## src/rtl/dar_pkg.sv

```systemverilog
package dar_pkg;
  typedef enum logic [1:0] {
    HOST_NONE  = 2'd0,
    HOST_LATCH = 2'd1,
    HOST_ADDR  = 2'd2
  } host_op_e;

  typedef struct packed {
    logic        to_mem;
    logic [30:0] hw_index;
  } dma_ctrl_t;
endpackage

```

## src/rtl/dar_decode.sv

```systemverilog
module dar_decode
  import dar_pkg::*;
#(
  parameter int AW = 16,
  parameter logic [AW-1:0] LATCH_OFS = '0
) (
  input  logic          host_wr,
  input  logic [AW-1:0] host_addr,
  output host_op_e      op
);
  always_comb begin
    op = HOST_NONE;
    if (host_wr) begin
      if (host_addr == LATCH_OFS)   op = HOST_LATCH;
      else if (host_addr == '0)     op = HOST_ADDR;
    end
  end
endmodule

```

## src/rtl/dar_sequencer.sv

```systemverilog
module dar_sequencer
  import dar_pkg::*;
#(
  parameter bit FULL = 1'b1
) (
  input  logic      clk,
  input  logic      rst_n,
  input  host_op_e  op,
  input  logic [7:0] wdata,
  output logic      commit,
  output dma_ctrl_t new_ctrl,
  output logic      load_valid
);
  localparam int NBYTES = FULL ? 4 : 3;
  localparam logic [1:0] LAST = 2'(NBYTES - 1);

  logic [7:0]  latch_q;
  logic [23:0] asm_q;
  logic [1:0]  cnt_q;
  logic        armed_q;
  logic [31:0] word;

  assign commit = (op == HOST_ADDR) && armed_q && (cnt_q == LAST);

  generate
    if (FULL) begin : g_full
      assign word = {asm_q, wdata};
    end else begin : g_reduced
      assign word = {latch_q, asm_q[15:0], wdata};
    end
  endgenerate

  assign new_ctrl = dma_ctrl_t'(word);

  always_ff @(posedge clk) begin
    if (!rst_n) begin
      latch_q    <= '0;
      asm_q      <= '0;
      cnt_q      <= '0;
      armed_q    <= 1'b0;
      load_valid <= 1'b0;
    end else begin
      load_valid <= commit;
      if (op == HOST_LATCH) begin
        latch_q <= wdata;
        asm_q   <= '0;
        cnt_q   <= '0;
        armed_q <= 1'b1;
      end else if (op == HOST_ADDR && armed_q) begin
        if (commit) begin
          armed_q <= 1'b0;
          cnt_q   <= '0;
        end else begin
          asm_q <= {asm_q[15:0], wdata};
          cnt_q <= cnt_q + 2'd1;
        end
      end
    end
  end

  assert_lv_pulse_R3: assert property (@(posedge clk) disable iff (!rst_n)
    load_valid |=> !load_valid);
  assert_abort_R5: assert property (@(posedge clk) disable iff (!rst_n)
    (op == HOST_LATCH) |=> !load_valid);
  assert_unarmed_R6: assert property (@(posedge clk) disable iff (!rst_n)
    (op == HOST_ADDR && !armed_q) |=> !load_valid);
  assert_cnt_range_R4: assert property (@(posedge clk) disable iff (!rst_n)
    cnt_q <= LAST);
endmodule

```

## src/rtl/dar_counter.sv

```systemverilog
module dar_counter
  import dar_pkg::*;
(
  input  logic      clk,
  input  logic      rst_n,
  input  logic      load,
  input  dma_ctrl_t load_ctrl,
  input  logic      step,
  output dma_ctrl_t ctrl
);
  always_ff @(posedge clk) begin
    if (!rst_n) begin
      ctrl <= '0;
    end else if (load) begin
      ctrl <= load_ctrl;
    end else if (step) begin
      ctrl.hw_index <= ctrl.hw_index + 31'd1;
    end
  end

  assert_step_R7: assert property (@(posedge clk) disable iff (!rst_n)
    (step && !load) |=> (ctrl.hw_index == $past(ctrl.hw_index) + 31'd1)
                        && (ctrl.to_mem == $past(ctrl.to_mem)));
  assert_load_wins_R8: assert property (@(posedge clk) disable iff (!rst_n)
    load |=> ctrl == $past(load_ctrl));
  assert_stable_R9: assert property (@(posedge clk) disable iff (!rst_n)
    (!step && !load) |=> $stable(ctrl));
endmodule

```

## src/rtl/dma_addr_reg.sv

```systemverilog
module dma_addr_reg
  import dar_pkg::*;
#(
  parameter bit FULL_VARIANT = 1'b1,
  parameter int HOST_AW      = 16
) (
  input  logic               clk,
  input  logic               rst_n,
  input  logic               host_wr,
  input  logic [HOST_AW-1:0] host_addr,
  input  logic [7:0]         host_wdata,
  input  logic               word_done,
  output logic               load_valid,
  output logic               to_mem,
  output logic [30:0]        hw_index,
  output logic [31:0]        mem_byte_addr
);
  localparam logic [HOST_AW-1:0] LATCH_OFS =
    FULL_VARIANT ? HOST_AW'(32'h8000) : HOST_AW'(32'h10);

  host_op_e  op;
  logic      commit;
  dma_ctrl_t new_ctrl;
  dma_ctrl_t ctrl;

  dar_decode #(.AW(HOST_AW), .LATCH_OFS(LATCH_OFS)) u_decode (
    .host_wr  (host_wr),
    .host_addr(host_addr),
    .op       (op)
  );

  dar_sequencer #(.FULL(FULL_VARIANT)) u_seq (
    .clk       (clk),
    .rst_n     (rst_n),
    .op        (op),
    .wdata     (host_wdata),
    .commit    (commit),
    .new_ctrl  (new_ctrl),
    .load_valid(load_valid)
  );

  dar_counter u_cnt (
    .clk      (clk),
    .rst_n    (rst_n),
    .load     (commit),
    .load_ctrl(new_ctrl),
    .step     (word_done),
    .ctrl     (ctrl)
  );

  assign to_mem        = ctrl.to_mem;
  assign hw_index      = ctrl.hw_index;
  assign mem_byte_addr = {ctrl.hw_index, 1'b0};

  assert_lv_matches_R3: assert property (@(posedge clk) disable iff (!rst_n)
    load_valid |-> $past(host_wr) && ($past(host_addr) == '0));
  assert_byte_align_R10: assert property (@(posedge clk) disable iff (!rst_n)
    mem_byte_addr[0] == 1'b0);
endmodule

```

## config.mk

```make
export PLATFORM = sky130hd
export DESIGN_NAME = dma_addr_reg
export DESIGN_NICKNAME = d
export VERILOG_FILES = /design/src/rtl/dar_pkg.sv /design/src/rtl/dar_decode.sv /design/src/rtl/dar_sequencer.sv /design/src/rtl/dar_counter.sv /design/src/rtl/dma_addr_reg.sv
export SDC_FILE = /design/constraint.sdc
export NUM_CORES = 1
export LEC_CHECK = 0
export ABC_AREA = 1
export BUFFER_PORTS_ARGS = -buffer_cell sky130_fd_sc_hd__buf_2
export CAP_MARGIN = 20
export CORE_MARGIN = 3
export CORE_UTILIZATION = 40
export CTS_BUF_LIST = sky130_fd_sc_hd__clkbuf_4 sky130_fd_sc_hd__clkbuf_8
export DETAILED_ROUTE_END_ITERATION = 12
export SYNTH_ARGS = -nofsm -noshare
export SYNTH_HDL_FRONTEND = slang
export SYNTH_SLANG_ARGS = --single-unit
```

## constraint.sdc

```tcl
create_clock -name clk -period 4.3 [get_ports clk]
set_input_delay 0.645 -clock clk [delete_from_list [all_inputs] [get_ports clk]]
set_output_delay 0.645 -clock clk [all_outputs]
set_load 0.02 [all_outputs]
```

==> metrics.txt <==
io pins 93; number of CTS-inserted buffers 9; Startpoint Class primary input; switching component of the power between 200 and 300 uW; layout net count between 600 and 700; DR vias around 3700; Post-DP Area 0.004051 mm2; max_cap viols 0; starting density of the core between 40% and 50%; WHS 0.4838 ns; r2r worst-path depth 6; sequential fraction of design power about half; clock share of power a little under half; Final Hold Viols 0; number of global-route vias before repair between 3000 and 4000; placed instance count roughly 740; CP max-delay cell nand2_1; Post-Synthesis Cell Area between 0.003 and 0.004 mm2; n_diodes 0; Fmax 461.2 MHz; Die Width between 100 and 150 um; GPL Wtd Cong around 0.9; port bufs just over 90; TNS Setup 0 ns; htree depth 3; Setup-failing EPs final 0; final slew viol count 0; worst-path cell chain buf_2, nor2_1, nand2_1, nor2_4, nand4_4, nand2_1, nor2_1, nor2_1, nor2_1; Post-synth EDFFs 0; CP Capture Point u_cnt.ctrl[16]; Remaining DRCs 0; min-delay worst type reg -> reg; largest net degree at the start of global routing 27; CTS sink cnt 60; reg2reg end u_cnt.ctrl[16]; Critical Path Max Stage Delay between 0.5 and 0.6 ns; Post-Synthesis Net Count around 600; Peak VDD IR about 0.15 mV; pwr dens 268.6 mW/mm2; Antenna Violating Nets Remaining 0; Clk pin slew, worst setup/hold paths roughly 0.07 ns; yosys warns 0; Slew @ Worst Pin 0.7677 ns; CTS tree built; hold path startpoint u_seq.armed_q; fraction of power spent switching nets a little under a quarter; reg2reg setup slack about 2.1 ns; drt total wl about 11000 um; Core Area ~0.0090 mm2; CP max FO 25; Most Frequent Cell on Critical Path nor2_1; Setup Fix Bufs, Post-CTS 0; Via density between 4 and 5; Pleak around 1.8 nW; worst path required time approximately 4.5 ns; Post-Syn Instances 572; grt ovf 0; Area growth syn-to-layout 11.57%; minimum clock period approximately 2.2 ns; layout cells sized above 1 22.97%; fin util about 47%; wire per inst around 14 um; overall power ~1.1 mW; crit path kind in -> reg; Post-DP HPWL ~8300 um; Crit path arrival time 2.38 ns; first-pass GRT wire length around 18000 um; Combinational Power Share 5.1%; Crit. End Element flip-flop; clock latency on the worst-skew pair roughly 0.34 ns; worst reg2reg startpoint u_seq.cnt_q[0]; Vert. Die Dim 103.5 um; dpl ws between 1.5 and 2 ns; # fillers approximately 960; Synth Flop Type dfxtp_1; Rows 34; First-pass DRT Iterations 5; CP Launch Point host_addr[2]; All-Layer GR Usage 20.37%; clk_skew ~0.011 ns; cell-internal power 873.8 uW; post-CTS sizing 0; setup ws final between 2 and 2.5 ns; Post-synth ARST share 0%; hold path depth 2; Synth cell types 33; sequential fraction of the synthesis area about a third; Slew HR between 40% and 50%; design area 0.004247 mm2; CTS root buffer clkbuf_8; Die Footprint 0.01072 mm2; RSZ-0062 raised after global routing no; CTS Hold Bufs 0; period utilisation layout around half; clk buf depth 2; initial antenna violation count 0; initial drt markers roughly 230; Syn Area/Cell roughly 6.7 um2; Finished Layout Cells between 700 and 800; post-synthesis register bit count 60; outcome finished, final reports clean
[cell families (layout without fill, tap and decap cells)]
| family | Yosys count | in the layout | synth area share [%] |
|---|---|---|---|
| simple gates | 371 | 371 | 45.92 |
| buf+inv | 82 | 137 | 12.79 |
| flops | 60 | 60 | 31.56 |
| compound gates | 42 | 42 | 5.753 |
| xor+xnor | 14 | 14 | 3.222 |
| fa+ha+maj | 2 | 2 | 0.6574 |
| other cells | 1 | 1 | 0.09852 |
[cell usage after synthesis, drive strengths merged, types with 2 or more instances]
cell type | n | area share (%)
a21oi | 24 | 3.3
buf | 46 | 9.2
clkbuf | 5 | 0.49
dfxtp | 60 | 32
ha | 2 | 0.66
inv | 30 | 3.0
nand2 | 137 | 14
nand3 | 41 | 5.9
nand3b | 12 | 2.4
nand4 | 7 | 1.5
nor2 | 146 | 16
nor3 | 26 | 5.9
o21ai | 16 | 2.1
o21bai | 2 | 0.39
xnor2 | 6 | 1.4
xor2 | 8 | 1.8
[cell usage in the layout (no fill, tap or decap)]
| master | count |
|---|---|
| nand2_1 | 136 |
| nor2_1 | 134 |
| buf_2 | 91 |
| dfxtp_1 | 60 |
| nand3_1 | 39 |
| inv_1 | 29 |
| a21oi_1 | 23 |
| nor3_2 | 19 |
| o21ai_0 | 15 |
| nand3b_1 | 12 |
| clkbuf_8 | 10 |
| nor2_2 | 8 |
| xor2_1 | 8 |
| nor3_1 | 7 |
| nand4_1 | 6 |
| xnor2_1 | 6 |
| nor2_4 | 3 |
| clkbuf_4 | 3 |
| o21bai_1 | 2 |
| ha_1 | 2 |
| nand3_4 | 1 |
| nor2_8 | 1 |
| and3b_1 | 1 |
| nand2_2 | 1 |
| inv_4 | 1 |
| clkinv_1 | 1 |
| nand4_4 | 1 |
| nor3b_4 | 1 |
| nand3_2 | 1 |
| o21ai_1 | 1 |
| a21oi_2 | 1 |
| conb_1 | 1 |
| bufinv_16 | 1 |
| clkinv_2 | 1 |
[power groups by stage]
stage | clock, mW | combinational, mW | sequential (mW)
final | 0.522 | 0.0578 | 0.561
after global routing | 0.552 | 0.0644 | 0.561
after CTS | 0.531 | 0.0582 | 0.561
after detailed placement | 0 | 0.0580 | 0.573
after global placement | 0 | 0.0574 | 0.573
after floorplan | 0 | 0.0342 | 0.574
[how the worst min path moves through the flow]
stage / end / slack, ns
finish: u_seq.armed_q / 0.48
global placement: u_seq.cnt_q[0] / 0.47
CTS: u_seq.armed_q / 0.48
global route: u_seq.armed_q / 0.52
detailed placement: u_cnt.ctrl[31] / 0.47
floorplan: u_seq.asm_q[20] / 0.44
[routing by layer]
metal	part of all wire, %	wire [um]	global-route usage [%]
met1	46	4974	27.62
met2	46	4979	32.01
met3	5.9	644	4.042
met4	2.3	254	7.787
met5	0	0	0
[registers in the layout, indices dropped and copies added (netlist names)]
signal	count
u_seq.armed_q	1
u_seq.load_valid	1
u_seq.cnt_q	2
u_seq.asm_q	24
u_cnt.ctrl	32
[cell type report]
cell class	instances	area, um2	area share, %
multi-input combinational	430	2118	49.88
sequential	60	1201	28.29
timing repair buffer	91	455.4	10.72
clock buffer	13	160.2	3.771
tap	126	157.7	3.712
inverter	31	118.9	2.799
clock inverter	2	35.03	0.8250
[critical path: cells and delay by family]
family	cells	cell delay, ns
simple gates	8	1.63
buf+inv	1	0.09
Note: power is estimated with default switching activity, not from simulation.
